<file path="config.mk">
export PLATFORM = sky130hd
export DESIGN_NAME = pix_fmt_top
export DESIGN_NICKNAME = d
export VERILOG_FILES = /design/src/rtl/pix_fmt_pkg.sv /design/src/rtl/pix_fmt_ctrl.sv /design/src/rtl/pix_fmt_path.sv /design/src/rtl/pix_fmt_top.sv
export SDC_FILE = /design/constraint.sdc
export NUM_CORES = 1
export LEC_CHECK = 0
export CAP_MARGIN = 25
export CORE_UTILIZATION = 25
export CTS_BUF_LIST = sky130_fd_sc_hd__clkbuf_4
export DETAILED_ROUTE_END_ITERATION = 16
export DONT_BUFFER_PORTS = 1
export HOLD_SLACK_MARGIN = 0.06
export PLACE_DENSITY_LB_ADDON = 0.25
export SYNTH_ARGS = -nofsm -noshare
export SYNTH_HDL_FRONTEND = slang
export SYNTH_HIERARCHICAL = 1
export SYNTH_SLANG_ARGS = --single-unit
</file>
<file path="constraint.sdc">
create_clock -name clk -period 11.75 [get_ports clk]
set_input_delay 2.35 -clock clk [delete_from_list [all_inputs] [get_ports clk]]
set_output_delay 2.35 -clock clk [all_outputs]
set_load 0.05 [all_outputs]
</file>
<file path="src/rtl/pix_fmt_pkg.sv">
package pix_fmt_pkg;
  localparam int PIX_W = 24;
  localparam int BUS_W = 16;
  localparam int SH_W  = 2 * PIX_W;

  typedef enum logic [1:0] {F1x1 = 2'd0, F2x1 = 2'd1, F3x1 = 2'd2, F3x2 = 2'd3} cycFmt_e;

  typedef struct packed {
    logic       loadOne;   // single pixel (or padded pair) into the shifter
    logic       loadHold;  // first pixel of a pair into the holding register
    logic       loadPair;  // second pixel joins the held one
    logic       shiftOut;  // current word accepted downstream
    logic [1:0] busCode;
    logic [1:0] pixCode;
  } fmtStrobe_t;

  function automatic logic [4:0] busBits(input logic [1:0] c);
    case (c)
      2'd0: return 5'd8;
      2'd1: return 5'd9;
      2'd2: return 5'd12;
      default: return 5'd16;
    endcase
  endfunction

  function automatic logic [4:0] pixBits(input logic [1:0] c);
    case (c)
      2'd0: return 5'd12;
      2'd1: return 5'd16;
      2'd2: return 5'd18;
      default: return 5'd24;
    endcase
  endfunction

  // {ok, format}
  function automatic logic [2:0] decodeFmt(input logic [1:0] bus, input logic [1:0] pix);
    int d;
    int w;
    d = int'(pixBits(pix));
    w = int'(busBits(bus));
    if (d == w) return 3'b100;
    else if (d == 2 * w) return 3'b101;
    else if (d == 3 * w) return 3'b110;
    else if (2 * d == 3 * w) return 3'b111;
    else return 3'b000;
  endfunction
endpackage

</file>
<file path="src/rtl/pix_fmt_ctrl.sv">
module pix_fmt_ctrl
  import pix_fmt_pkg::*;
#(
  parameter int CNT_W = 16
) (
  input  logic             clk,
  input  logic             rstN,
  input  logic             startPulse,
  input  logic [1:0]       cfgBus,
  input  logic [1:0]       cfgPix,
  input  logic [CNT_W-1:0] frameLen,
  input  logic             pixValid,
  output logic             pixReady,
  output logic             wordValid,
  input  logic             wordReady,
  output logic             busy,
  output logic             frameDone,
  output fmtStrobe_t       strobe
);
  typedef enum logic [1:0] {sIdle, sTake, sEmit} state_e;

  state_e           state;
  logic [1:0]       busReg;
  logic [1:0]       pixReg;
  cycFmt_e          fmtReg;
  logic [CNT_W-1:0] pixLeft;
  logic [1:0]       wordLeft;
  logic             halfDone;
  logic [2:0]       startDec;
  logic             pixAccept;
  logic             wordAccept;
  logic             pairMode;
  logic             lastOfFrame;

  always_comb begin
    startDec    = decodeFmt(cfgBus, cfgPix);
    pixReady    = (state == sTake);
    wordValid   = (state == sEmit);
    busy        = (state != sIdle);
    pixAccept   = pixReady && pixValid;
    wordAccept  = wordValid && wordReady;
    pairMode    = (fmtReg == F3x2);
    lastOfFrame = (pixLeft == CNT_W'(1));
    strobe.loadOne  = pixAccept && (!pairMode || (!halfDone && lastOfFrame));
    strobe.loadHold = pixAccept && pairMode && !halfDone && !lastOfFrame;
    strobe.loadPair = pixAccept && pairMode && halfDone;
    strobe.shiftOut = wordAccept;
    strobe.busCode  = busReg;
    strobe.pixCode  = pixReg;
  end

  always_ff @(posedge clk or negedge rstN) begin
    if (!rstN) begin
      state     <= sIdle;
      busReg    <= 2'd0;
      pixReg    <= 2'd0;
      fmtReg    <= F1x1;
      pixLeft   <= '0;
      wordLeft  <= 2'd0;
      halfDone  <= 1'b0;
      frameDone <= 1'b0;
    end else begin
      frameDone <= 1'b0;
      case (state)
        sIdle: begin
          if (startPulse && startDec[2] && (frameLen != '0)) begin
            busReg   <= cfgBus;
            pixReg   <= cfgPix;
            fmtReg   <= cycFmt_e'(startDec[1:0]);
            pixLeft  <= frameLen;
            halfDone <= 1'b0;
            state    <= sTake;
          end
        end
        sTake: begin
          if (pixAccept) begin
            pixLeft <= pixLeft - CNT_W'(1);
            if (strobe.loadHold) begin
              halfDone <= 1'b1;
            end else begin
              halfDone <= 1'b0;
              wordLeft <= pairMode ? 2'd3 : (2'(fmtReg) + 2'd1);
              state    <= sEmit;
            end
          end
        end
        sEmit: begin
          if (wordAccept) begin
            wordLeft <= wordLeft - 2'd1;
            if (wordLeft == 2'd1) begin
              if (pixLeft == '0) begin
                state     <= sIdle;
                frameDone <= 1'b1;
              end else begin
                state <= sTake;
              end
            end
          end
        end
        default: state <= sIdle;
      endcase
    end
  end
endmodule

</file>
<file path="src/rtl/pix_fmt_path.sv">
module pix_fmt_path
  import pix_fmt_pkg::*;
(
  input  logic             clk,
  input  logic             rstN,
  input  fmtStrobe_t       strobe,
  input  logic [PIX_W-1:0] pixData,
  output logic [BUS_W-1:0] wordData
);
  logic [4:0]       depth;
  logic [4:0]       width;
  logic [PIX_W-1:0] aligned;
  logic [PIX_W-1:0] holdA;
  logic [SH_W-1:0]  shifter;

  always_comb begin
    depth    = pixBits(strobe.pixCode);
    width    = busBits(strobe.busCode);
    // Drop bits above the depth by pushing the pixel to the top.
    aligned  = pixData << (5'(PIX_W) - depth);
    wordData = shifter[SH_W-1 -: BUS_W] >> (5'(BUS_W) - width);
  end

  always_ff @(posedge clk or negedge rstN) begin
    if (!rstN) begin
      holdA   <= '0;
      shifter <= '0;
    end else begin
      if (strobe.loadHold) holdA <= aligned;
      if (strobe.loadOne) begin
        shifter <= {aligned, {PIX_W{1'b0}}};
      end else if (strobe.loadPair) begin
        shifter <= {holdA, {PIX_W{1'b0}}} | ({aligned, {PIX_W{1'b0}}} >> depth);
      end else if (strobe.shiftOut) begin
        shifter <= shifter << width;
      end
    end
  end
endmodule

</file>
<file path="src/rtl/pix_fmt_top.sv">
module pix_fmt_top
  import pix_fmt_pkg::*;
#(
  parameter int CNT_W = 16
) (
  input  logic             clk,
  input  logic             rstN,
  input  logic             startPulse,
  input  logic [1:0]       cfgBus,
  input  logic [1:0]       cfgPix,
  input  logic [CNT_W-1:0] frameLen,
  output logic             fmtOk,
  output logic [1:0]       fmtCode,
  output logic             busy,
  output logic             frameDone,
  input  logic             pixValid,
  output logic             pixReady,
  input  logic [23:0]      pixData,
  output logic             wordValid,
  input  logic             wordReady,
  output logic [15:0]      wordData
);
  fmtStrobe_t strobe;

  assign {fmtOk, fmtCode} = decodeFmt(cfgBus, cfgPix);

  pix_fmt_ctrl #(.CNT_W(CNT_W)) u_ctrl (
    .clk(clk), .rstN(rstN), .startPulse(startPulse),
    .cfgBus(cfgBus), .cfgPix(cfgPix), .frameLen(frameLen),
    .pixValid(pixValid), .pixReady(pixReady),
    .wordValid(wordValid), .wordReady(wordReady),
    .busy(busy), .frameDone(frameDone), .strobe(strobe)
  );

  pix_fmt_path u_path (
    .clk(clk), .rstN(rstN), .strobe(strobe),
    .pixData(pixData), .wordData(wordData)
  );
endmodule

</file>
==> parameters.txt, run 1 <==
Parameter                              Value

Logic synthesis
  Flip-flop and latch count after synthesis ... 100
  Post-synthesis average cell area ... roughly 8.5 µm²
  Net count of the mapped netlist ... ~1200
  Main flop type after synthesis ... dfrtp_1
  Mapped Area ... 9740 µm²
  Number of warnings issued by yosys ... 6
  Number of cells produced by synthesis ... between 1000 and 1500
  Count of cell types in the netlist ... 95
  Async set-reset flop share out of synthesis ... 100%
  Post-synthesis sequential area ratio ... 25.7%
  Count of flip-flops with a built-in enable after synthesis ... 0

Global route
  Via count of the first global-routing pass ... 8921
  Remaining Overflow, GRT ... 0
  Global-route wire length before repair ... 55.5 mm
  Largest net degree at the start of global routing ... between 100 and 150
  Combined global-route utilization of all metal layers ... between 15 and 20%
  Initial antenna violation count ... 1

Worst setup path
  Depth of the worst register-to-register path ... 13
  Setup Crit Path Kind ... primary input to output pin
  Maximum fanout encountered on the critical timing path ... 8
  Biggest cell delay along the critical path ... between 0.4 and 0.5 ns
  Cell occurring most often along the worst timing path ... a211o_1
  Worst reg2reg path endpoint ... u_path/shifter[39]$_DFFE_PN0P_
  Reg-to-reg slack, setup ... 6.67 ns
  Kind of capture point of the worst setup path ... output pin
  Worst endpoint data arrival time ... 4.10 ns
  Critical path launch point type ... primary input
  Max stage delay cell, worst path ... a211o_1
  Critical R2R Launch ... u_ctrl/pixReg[0]$_DFFE_PN0P_
  Required @ worst endpoint ... 9.40 ns
  Cells along the critical path ... inv_1 -> ha_1 -> nor3b_1 -> o21bai_1 -> a211o_1 -> a211o_1

Timing
  Endpoints failing hold ... 0
  Fmax ... 155 MHz
  Slew HR ... ~26%
  Max Slew Vio Count ... 0
  Least-Margin Pin Slew ... 1.13 ns
  Setup-failing EPs final ... 0
  Minimum period implied by the final worst setup slack ... between 6 and 7 ns
  Setup TNS Final ... 0 ns
  Worst clock skew ... 0.0208 ns
  Fraction of the cycle the final worst path needs ... 54.9%
  Unrepaired setup endpoints after global routing ... no

Placement
  Estimated wirelength of the detail-placed design ... 26.3 mm
  IO buf count ... 0
  Routability-driven placement congestion ratio ... about 0.90

Drt
  WL final ... approximately 36 mm
  Vias per inst ... 5.80
  Routed via count ... just over 9000
  Count of antenna-violating nets left after detailed routing ... 0
  1st-pass router iterations ... 5
  Average detailed-routed wire length per instance ... between 20 and 25 µm
  # DRC ... 0
  Detailed Route Iter0 Violations ... 762

Cells and area
  Layout fillers ... 4231
  Area Overhead vs Synth ... 5.87%
  Leading cell type in the layout, fill and taps excluded ... nand2_1
  Most frequent cells in the layout ... 115 x nand2_1, 104 x nor2_1, 100 x dfrtp_1
  Final net count ... 1158
  Proportion of layout cells with a drive suffix above 1 ... 14.7%

CTS
  Latest clock arrival within the worst-skew pair ... 0.52 ns
  Max Root-Sink Buffers ... 2
  Cell chosen for the clock root ... clkbuf_4
  Resized cells post-CTS ... 0
  CTS tree ... done
  Clock-pin slew reported for the worst setup and hold paths after clock tree synthesis ... 0.19 ns
  Number of hold buffers added after CTS ... 0
  Cts bufs inserted ... 9
  Number of sinks on the clock net ... 100
  H-tree levels ... 3
  Setup Fix Bufs, Post-CTS ... 0

Worst hold path
  Worst hold-check path type ... flop to flop
  Worst Hold Path Cells ... 2
  Hold Path Sink ... u_ctrl/pixReg[0]$_DFFE_PN0P_
  Startpoint of the worst hold path ... u_ctrl/pixReg[0]$_DFFE_PN0P_

Floorplan
  Core outline area ... 38000 µm²
  Boundary pin count ... 72
  Total number of placement rows ... 71
  Full die area ... 39800 µm²
  Starting utilization of the core area ... 25.6%
  Horizontal extent of the die ... 199 µm
  Height of the die ... 199 µm

Job
  Max cap viols ... 0

Run status
  Result of the run ... complete, no violations
[registers in the layout, indices dropped and copies added (netlist names)]
signal / cells
u_ctrl/busReg: 2
u_ctrl/fmtReg: 2
u_ctrl/frameDone: 1
u_ctrl/halfDone: 1
u_ctrl/pixLeft: 16
u_ctrl/pixReg: 2
u_ctrl/state: 2
u_ctrl/wordLeft: 2
u_path/holdA: 24
u_path/shifter: 48
[cell type report]
cell class / count / area [µm²] / share of cell area [%]
Antenna cell: 1 / 2.50 / 0.0243
Clock buffer: 9 / 67.6 / 0.655
Clock inverter: 7 / 92.6 / 0.898
Inverter: 43 / 161 / 1.56
Multi-Input combinational cell: 914 / 6680 / 64.8
Sequential cell: 100 / 2500 / 24.3
Tap cell: 511 / 639 / 6.20
Timing Repair Buffer: 22 / 165 / 1.60
[metal layers]
layer / part of all wire [%] / routed length [µm] / track usage (%)
met1: 48 / 17200 / 26.9
met2: 44 / 15900 / 28.0
met3: 5.6 / 2020 / 1.49
met4: 2.1 / 741 / 5.29
met5: 0 / 0 / 0
[worst max-delay path: cells and delay by family]
| kind | cells | cell delay (ns) |
|---|---|---|
| and+or+nand+nor | 1 | 0.28 |
| buffers and inverters | 1 | 0.03 |
| AOI/OAI and AO/OA | 3 | 1.04 |
| adders and majority gates | 1 | 0.38 |
[kinds of logic after synthesis]
family | share of synthesized area, %
AOI/OAI and AO/OA | 26.7
xor gates and xnor gates | 0.809
adders and majority gates | 2.44
buffers and inverters | 5.97
DFF | 25.7
muxes | 20.8
and+or+nand+nor | 17.6
[stage by stage]
step                util (%)  hold slack [ns]  instances  setup slack, ns  instance area, µm²
finish                  27.1            0.519       1607             5.30               10300
global route            27.1            0.563       1607             5.20               10300
CTS                     27.1            0.528       1605             5.31               10300
detailed placement      26.7            0.486       1589             5.31               10100
global placement        26.6            0.481       1586             5.36               10100
floorplan                  -            0.455       1151             5.07                9740
[Yosys cell counts (all sizes together) (4+ instances only)]
master	n	area [µm²]
a211o	5	43.8
inv	42	158
or3	7	43.8
nor2b	13	81.3
a21oi	71	374
a22o	7	61.3
a2111oi	7	86.3
o2bb2ai	4	35.0
mux2i	71	711
buf	35	199
o22a	5	43.8
a221o	9	91.3
o211ai	14	110
a211oi	28	215
nand4	4	25.0
a31oi	11	68.8
a41oi	6	52.6
nor4	12	90.1
a32o	4	40.0
xnor2	4	42.6
a221oi	6	76.3
nand3	26	130
mux4	36	811
o221ai	14	129
o21ai	98	498
o32ai	4	35.0
o311a	4	40.0
nor3	27	135
o22ai	25	163
nor2	108	413
o31ai	7	52.6
clkbuf	59	221
nand2	115	432
ha	19	238
mux2	45	507
dfrtp	100	2500
and2	9	56.3
a22oi	17	128
or2	5	31.3
nand2b	16	103
[worst max path at each step]
stage	start	to	slack [ns]	depth (start not counted)
2_1_floorplan	cfgPix[0]	fmtCode[0]	5.07	5
3_3_place_gp	cfgPix[0]	fmtCode[0]	5.36	8
3_5_place_dp	cfgPix[0]	fmtOk	5.31	6
4_1_cts	cfgPix[0]	fmtOk	5.31	6
5_1_grt	cfgPix[0]	fmtOk	5.20	7
6_report	cfgPix[0]	fmtOk	5.30	6
Power of run 1 is not shown: default switching activity piles up to over one toggle a cycle in this logic, so the estimate is an artifact.
==> run 2: changes to the inputs <==
- clock period: 11.75 -> 6.6 ns (I/O delays scaled with it)
==> run 2 against run 1 <==
Against the previous run:
- hold slack worse by 0.076 ns
- setup slack got worse by 3.6 ns
- flip-flop and latch count unchanged
- critical path depth increased by 2
- final cell count did not move
- die area unchanged
- first-iteration DRC count rose by 25%
- via count up 0.24%
- final area grew 0.13%
- largest cell class unchanged
==> parameters.txt, run 2 (same netlist as run 1, synthesis figures left out) <==
Parameter                              Value

Worst setup path
  Kind of capture point of the worst setup path ... flop (was output pin)
  Critical path launch point type ... flop (was primary input)
  Worst reg2reg path endpoint ... u_path/shifter[25]$_DFFE_PN0P_ (was u_path/shifter[39]$_DFFE_PN0P_)
  Setup Crit Path Kind ... flop to flop (was primary input to output pin)
  Depth of the worst register-to-register path ... 8 (was 13)
  Maximum fanout encountered on the critical timing path ... 63 (was 8)
  Worst endpoint data arrival time ... 5.33 ns (was 4.10 ns)
  Required @ worst endpoint ... 6.99 ns (was 9.40 ns)
  Critical R2R Launch ... u_ctrl/state[1]$_DFFE_PN0P_ (was u_ctrl/pixReg[0]$_DFFE_PN0P_)
  Reg-to-reg slack, setup ... 1.66 ns (was 6.67 ns)

Global route
  Largest net degree at the start of global routing ... 101 (unchanged)
  Global-route wire length before repair ... 56.2 mm (was 55.5 mm)
  Initial antenna violation count ... 1 (unchanged)
  Combined global-route utilization of all metal layers ... 18.5% (was 18.2%)
  Remaining Overflow, GRT ... 0 (unchanged)
  Via count of the first global-routing pass ... 8914 (was 8921)

Timing
  Fraction of the cycle the final worst path needs ... 74.9%
  Final setup margin ... 1.66 ns (was 5.30 ns)
  Minimum period implied by the final worst setup slack ... 4.94 ns
  Max Slew Vio Count ... 0 (unchanged)
  Unrepaired setup endpoints after global routing ... no (unchanged)
  Endpoints failing hold ... 0 (unchanged)
  Worst clock skew ... 0.0283 ns (was 0.0208 ns)
  Setup TNS Final ... 0 ns (unchanged)
  Fmax ... 202 MHz
  Least-Margin Pin Slew ... 1.14 ns (was 1.13 ns)
  Setup-failing EPs final ... 0 (unchanged)
  Slew HR ... 25.4% (was 25.9%)

Drt
  Routed via count ... 9342 (was 9320)
  Count of antenna-violating nets left after detailed routing ... 0 (unchanged)
  Average detailed-routed wire length per instance ... 22.8 µm (was 22.3 µm)
  Vias per inst ... 5.81 (was 5.80)
  Detailed Route Iter0 Violations ... 954 (was 762)
  # DRC ... 0 (unchanged)
  1st-pass router iterations ... 5 (unchanged)
  WL final ... 36.6 mm (was 35.9 mm)

Run status
  Result of the run ... complete, no violations (unchanged)

Placement
  Post-placement worst setup slack ... 1.94 ns (was 5.31 ns)
  Estimated wirelength of the detail-placed design ... 27.0 mm (was 26.3 mm)
  Routability-driven placement congestion ratio ... 0.915 (was 0.899)
  IO buf count ... 0 (unchanged)

CTS
  Cell chosen for the clock root ... clkbuf_4 (unchanged)
  Clock-pin slew reported for the worst setup and hold paths after clock tree synthesis ... 0.21 ns (was 0.19 ns)
  Resized cells post-CTS ... 0 (unchanged)
  Cts bufs inserted ... 9 (unchanged)
  Number of sinks on the clock net ... 100 (unchanged)
  Max Root-Sink Buffers ... 2 (unchanged)
  Number of hold buffers added after CTS ... 0 (unchanged)
  H-tree levels ... 3 (unchanged)
  CTS tree ... done (unchanged)
  Latest clock arrival within the worst-skew pair ... 0.54 ns (was 0.52 ns)
  Setup Fix Bufs, Post-CTS ... 0 (unchanged)

Floorplan
  Core outline area ... 38000 µm² (unchanged)
  Total number of placement rows ... 71 (unchanged)
  Height of the die ... 199 µm (unchanged)
  Horizontal extent of the die ... 199 µm (unchanged)
  Full die area ... 39800 µm² (unchanged)
  Boundary pin count ... 72 (unchanged)
  Starting utilization of the core area ... 25.6% (unchanged)

Cells and area
  Area Overhead vs Synth ... 6.01% (was 5.87%)
  Proportion of layout cells with a drive suffix above 1 ... 14.7% (unchanged)
  Most frequent cells in the layout ... 115 x nand2_1, 104 x nor2_1, 100 x dfrtp_1 (unchanged)
  Final net count ... 1158 (unchanged)
  Biggest registers after layout ... u_path/shifter (48), u_path/holdA (24), u_ctrl/pixLeft (16) (unchanged)
  Layout fillers ... 4242 (was 4231)
  Number of flip-flops under the largest register name ... 48 (unchanged)
  Leading cell type in the layout, fill and taps excluded ... nand2_1 (unchanged)
  Register with the most flip-flops ... u_path/shifter (unchanged)

Job
  Max cap viols ... 0 (unchanged)

Worst hold path
  Worst hold-check path type ... primary input to async pin (was flop to flop)
==> run 2: final cells by class <==
type | instances | area (µm²) | area share, %
clock buffer | 9 | 67.6 | 0.654
tap | 511 | 639 | 6.19
sequential | 100 | 2500 | 24.2
clock inverter | 7 | 86.3 | 0.836
inverter | 43 | 161 | 1.56
timing repair buffer | 22 | 185 | 1.79
multi-input combinational | 914 | 6680 | 64.7
antenna | 1 | 2.50 | 0.0242
==> run 2: worst max path at each step <==
| stage | startpoint | end | slack, ns |
|---|---|---|---|
| finish | u_ctrl/state[1]$_DFFE_PN0P_ | u_path/shifter[25]$_DFFE_PN0P_ | 1.66 |
| global route | u_ctrl/state[1]$_DFFE_PN0P_ | u_path/shifter[36]$_DFFE_PN0P_ | 1.60 |
| CTS | u_ctrl/state[1]$_DFFE_PN0P_ | u_path/shifter[25]$_DFFE_PN0P_ | 1.89 |
| detailed placement | u_ctrl/state[1]$_DFFE_PN0P_ | u_path/shifter[25]$_DFFE_PN0P_ | 1.94 |
| global placement | u_ctrl/state[1]$_DFFE_PN0P_ | u_path/shifter[25]$_DFFE_PN0P_ | 1.90 |
| floorplan | cfgPix[0] | fmtCode[0] | 1.98 |
==> run 2: critical path, cell delays in order, from the launching register on <==
cell       delay, ns
dfrtp_1         0.44
nand2b_1        0.64
inv_1           0.96
nand2_1         0.40
nor3_2          0.23
buf_4           0.59
inv_1           0.52
a2111oi_0       0.79
a211oi_1        0.18
==> run 2: routing by layer <==
layer / share of wire, % / vias to the layer above / global-route usage [%]
met5: 0 / - / 0
met3: 6.5 / 67 / 2.38
met2: 44 / 386 / 27.8
met1: 47 / 4631 / 27.0
li1: - / 4258 / -
met4: 2.8 / 0 / 6.30
==> run 2: stage by stage <==
step | cells | cell area (µm²) | util [%] | hold slack, ns
global route | 1607 | 10300 | 27.2 | 0.393
finish | 1607 | 10300 | 27.2 | 0.443
CTS | 1605 | 10300 | 27.1 | 0.400
floorplan | 1151 | 9740 | - | 0.455
global placement | 1585 | 10100 | 26.6 | 0.495
detailed placement | 1589 | 10100 | 26.7 | 0.486
Power of run 2 is left out for the same reason.
==> run 3: changes to the inputs <==
- ABC_AREA: not set -> 1
- clock period: 6.6 -> 4.1 ns (I/O delays scaled with it)
==> run 3 against run 2 <==
Against the previous run:
- via count grew 10%
- register-to-register slack worse by 1.0 ns
- critical path depth fell by 2
- first-iteration DRC count increased by 1.4%
- non-clock buffer count grew 13
- critical endpoint is now wordData[7]
==> parameters.txt, run 3 <==
Parameter                              Value

CTS
  Cts bufs inserted ... 9 (unchanged)
  Number of sinks on the clock net ... 100 (unchanged)
  Clock-pin slew reported for the worst setup and hold paths after clock tree synthesis ... 0.20 ns (was 0.21 ns)
  Setup Fix Bufs, Post-CTS ... 0 (unchanged)
  Number of hold buffers added after CTS ... 1 (was 0)
  Max Root-Sink Buffers ... 2 (unchanged)
  H-tree levels ... 3 (unchanged)
  Cell chosen for the clock root ... clkbuf_4 (unchanged)
  CTS tree ... done (unchanged)
  Latest clock arrival within the worst-skew pair ... 0.52 ns (was 0.54 ns)
  Resized cells post-CTS ... 0 (unchanged)

Global route
  Initial antenna violation count ... 1 (unchanged)
  Largest net degree at the start of global routing ... 101 (unchanged)
  Remaining Overflow, GRT ... 0 (unchanged)
  Combined global-route utilization of all metal layers ... 17.9% (was 18.5%)
  Global-route wire length before repair ... 54.3 mm (was 56.2 mm)
  Via count of the first global-routing pass ... 9755 (was 8914)

Drt
  Vias per inst ... 4.98 (was 5.81)
  # DRC ... 0 (unchanged)
  Average detailed-routed wire length per instance ... 16.4 µm (was 22.8 µm)
  1st-pass router iterations ... 5 (unchanged)
  Detailed Route Iter0 Violations ... 967 (was 954)
  Routed via count ... 10300 (was 9342)
  Count of antenna-violating nets left after detailed routing ... 0 (unchanged)
  WL final ... 34.0 mm (was 36.6 mm)

Logic synthesis
  Mapped Area ... 9420 µm² (was 9740 µm²)
  Library cell occupying the most area in the post-synthesis netlist ... dfrtp_1 (unchanged)
  Post-synthesis sequential area ratio ... 26.6% (was 25.7%)
  Async set-reset flop share out of synthesis ... 100% (unchanged)
  Count of cell types in the netlist ... 41 (was 95)
  Cell types occupying the most area after synthesis ... dfrtp_1 27%, nand2_1 22%, nand3_1 12%, o21ai_0 9.1%, inv_1 5.5% (was dfrtp_1 26%, mux4_2 8.3%, mux2i_1 7.3%, mux2_2 5.2%, o21ai_0 4.7%)
  Number of cells produced by synthesis ... 1606 (was 1151)
  Flip-flop and latch count after synthesis ... 100 (unchanged)
  Synth top cells by count ... 560 x nand2_1, 231 x nand3_1, 171 x o21ai_0, 137 x inv_1, 125 x nor2_1 (was 115 x nand2_1, 105 x nor2_1, 100 x dfrtp_1, 91 x o21ai_0, 71 x mux2i_1)
  Cell with the most instances after synthesis ... nand2_1 (unchanged)
  Net count of the mapped netlist ... 1674 (was 1219)
  Count of flip-flops with a built-in enable after synthesis ... 0 (unchanged)
  Post-synthesis average cell area ... 5.87 µm² (was 8.46 µm²)
  Top-area cell type share of the netlist area ... 26.6% (was 25.7%)
  Main flop type after synthesis ... dfrtp_1 (unchanged)
  Number of warnings issued by yosys ... 6 (unchanged)

Timing
  Slew HR ... 29.3% (was 25.4%)
  Unrepaired setup endpoints after global routing ... no (unchanged)
  Minimum period implied by the final worst setup slack ... 3.69 ns
  Fraction of the cycle the final worst path needs ... around nine tenths
  Fmax ... 271 MHz
  Setup TNS Final ... 0 ns (unchanged)
  Setup-failing EPs final ... 0 (unchanged)
  Least-Margin Pin Slew ... 1.06 ns (was 1.14 ns)
  Worst clock skew ... 0.0349 ns (was 0.0283 ns)
  Max Slew Vio Count ... 0 (unchanged)
  Endpoints failing hold ... 0 (unchanged)

Worst setup path
  Kind of capture point of the worst setup path ... output pin (was flop)
  Critical path launch point type ... flop (unchanged)
  Maximum fanout encountered on the critical timing path ... 18 (was 63)
  Critical R2R Launch ... u_ctrl/pixReg[0]$_DFFE_PN0P_ (was u_ctrl/state[1]$_DFFE_PN0P_)
  Setup Crit Path Kind ... flop to output pin (was flop to flop)
  Max stage delay cell, worst path ... o21ai_1 (was inv_1)
  Cells along the critical path ... inv_1 -> ha_1 -> clkinv_1 -> a21oi_1 -> o21ai_0 -> o21ai_1 (was nand2b_1 -> inv_1 -> nand2_1 -> nor3_2 -> buf_4 -> inv_1 -> a2111oi_0 -> a211oi_1)
  Startpoint of the worst setup timing path ... u_ctrl/busReg[0]$_DFFE_PN0P_ (was u_ctrl/state[1]$_DFFE_PN0P_)
  Biggest cell delay along the critical path ... 0.53 ns (was 0.96 ns)
  Required @ worst endpoint ... 3.28 ns (was 6.99 ns)
  Worst endpoint data arrival time ... 2.87 ns (was 5.33 ns)

Cells and area
  Most frequent cells in the layout ... 560 x nand2_1, 231 x nand3_1, 168 x o21ai_0 (was 115 x nand2_1, 104 x nor2_1, 100 x dfrtp_1)
  Number of flip-flops under the largest register name ... 48 (unchanged)
  Area Overhead vs Synth ... 7.02% (was 6.01%)
  Register with the most flip-flops ... u_path/shifter (unchanged)
  Leading cell type in the layout, fill and taps excluded ... nand2_1 (unchanged)
  Proportion of layout cells with a drive suffix above 1 ... 6.07% (was 14.7%)
  Final net count ... 1627 (was 1158)
  Biggest registers after layout ... u_path/shifter (48), u_path/holdA (24), u_ctrl/pixLeft (16) (unchanged)

Placement
  IO buf count ... 0 (unchanged)
  Estimated wirelength of the detail-placed design ... 25.4 mm (was 27.0 mm)
  Routability-driven placement congestion ratio ... 0.911 (was 0.915)

Floorplan
  Total number of placement rows ... 70 (was 71)
  Starting utilization of the core area ... 25.6% (about the same)
  Boundary pin count ... 72 (unchanged)
  Height of the die ... 196 µm (was 199 µm)
  Full die area ... 38500 µm² (was 39800 µm²)
  Core outline area ... 36900 µm² (was 38000 µm²)
  Horizontal extent of the die ... 196 µm (was 199 µm)

Worst hold path
  Worst hold-check path type ... primary input to async pin (unchanged)

Job
  Max cap viols ... 0 (unchanged)

Run status
  Result of the run ... complete, no violations (unchanged)
-- run 3: kinds of logic (layout without fill, tap and decap cells) --
| family | after synthesis | after routing | share of synthesized area [%] |
|---|---|---|---|
| AOI/OAI and AO/OA | 265 | 265 | 15.3 |
| xor gates and xnor gates | 1 | 1 | 0.292 |
| adders and majority gates | 19 | 19 | 2.52 |
| buffers and inverters | 245 | 203 | 10.7 |
| DFF | 100 | 100 | 26.6 |
| muxes | 11 | 11 | 1.17 |
| other | 0 | 1 | 0 |
| and+or+nand+nor | 965 | 965 | 43.4 |
-- run 3: per-stage QoR --
stage	util (%)	setup WS, ns	hold WS (ns)	instance area [µm²]	cells
6_report	27.4	0.411	0.202	10100	2069
2_1_floorplan	-	0.654	0.448	9420	1606
4_1_cts	27.3	0.341	0.219	10100	2068
3_3_place_gp	26.8	0.762	0.461	9890	2050
5_1_grt	27.4	0.109	0.205	10100	2069
3_5_place_dp	26.9	0.700	0.469	9910	2051
-- run 3: cell type report --
cell class / count / area [µm²]
Fill cell: 4245 / 26800
Multi-Input combinational cell: 1261 / 5920
Sequential cell: 100 / 2500
Tap cell: 504 / 631
Inverter: 152 / 573
Timing Repair Buffer: 35 / 315
Clock inverter: 7 / 75.1
Clock buffer: 9 / 67.6
Antenna cell: 1 / 2.50
-- run 3: worst paths after layout --
check,cells past startpoint,endpoint,slack (ns)
setup / recovery,6,wordData[7],0.41
hold / removal,1,u_path/shifter[22]$_DFFE_PN0P_,0.20
setup reg to reg,16,u_path/shifter[47]$_DFFE_PN0P_,0.62
hold reg to reg,2,u_path/holdA[7]$_DFFE_PN0P_,0.51
max in group asynchronous,1,u_path/holdA[11]$_DFFE_PN0P_,3.45
min in group clk,2,u_ctrl/pixReg[1]$_DFFE_PN0P_,0.50
-- run 3: layer usage --
metal / vias to the layer above / GRT usage (%) / wire, µm
li1: 5131 / - / -
met1: 4811 / 25.1 / 16200
met2: 314 / 28.5 / 15100
met3: 44 / 2.41 / 2010
met4: 0 / 5.24 / 740
met5: - / 0 / 0
-- run 3: worst max-delay path: cells and delay by family (launching register included) --
kind                     cells  cell delay [ns]
adder cells (fa/ha/maj)      1             0.50
flip-flops                   1             0.44
buffers and inverters        2             0.54
AO/OA/AOI/OAI                3             0.89
Power of run 3 is left out for the same reason.
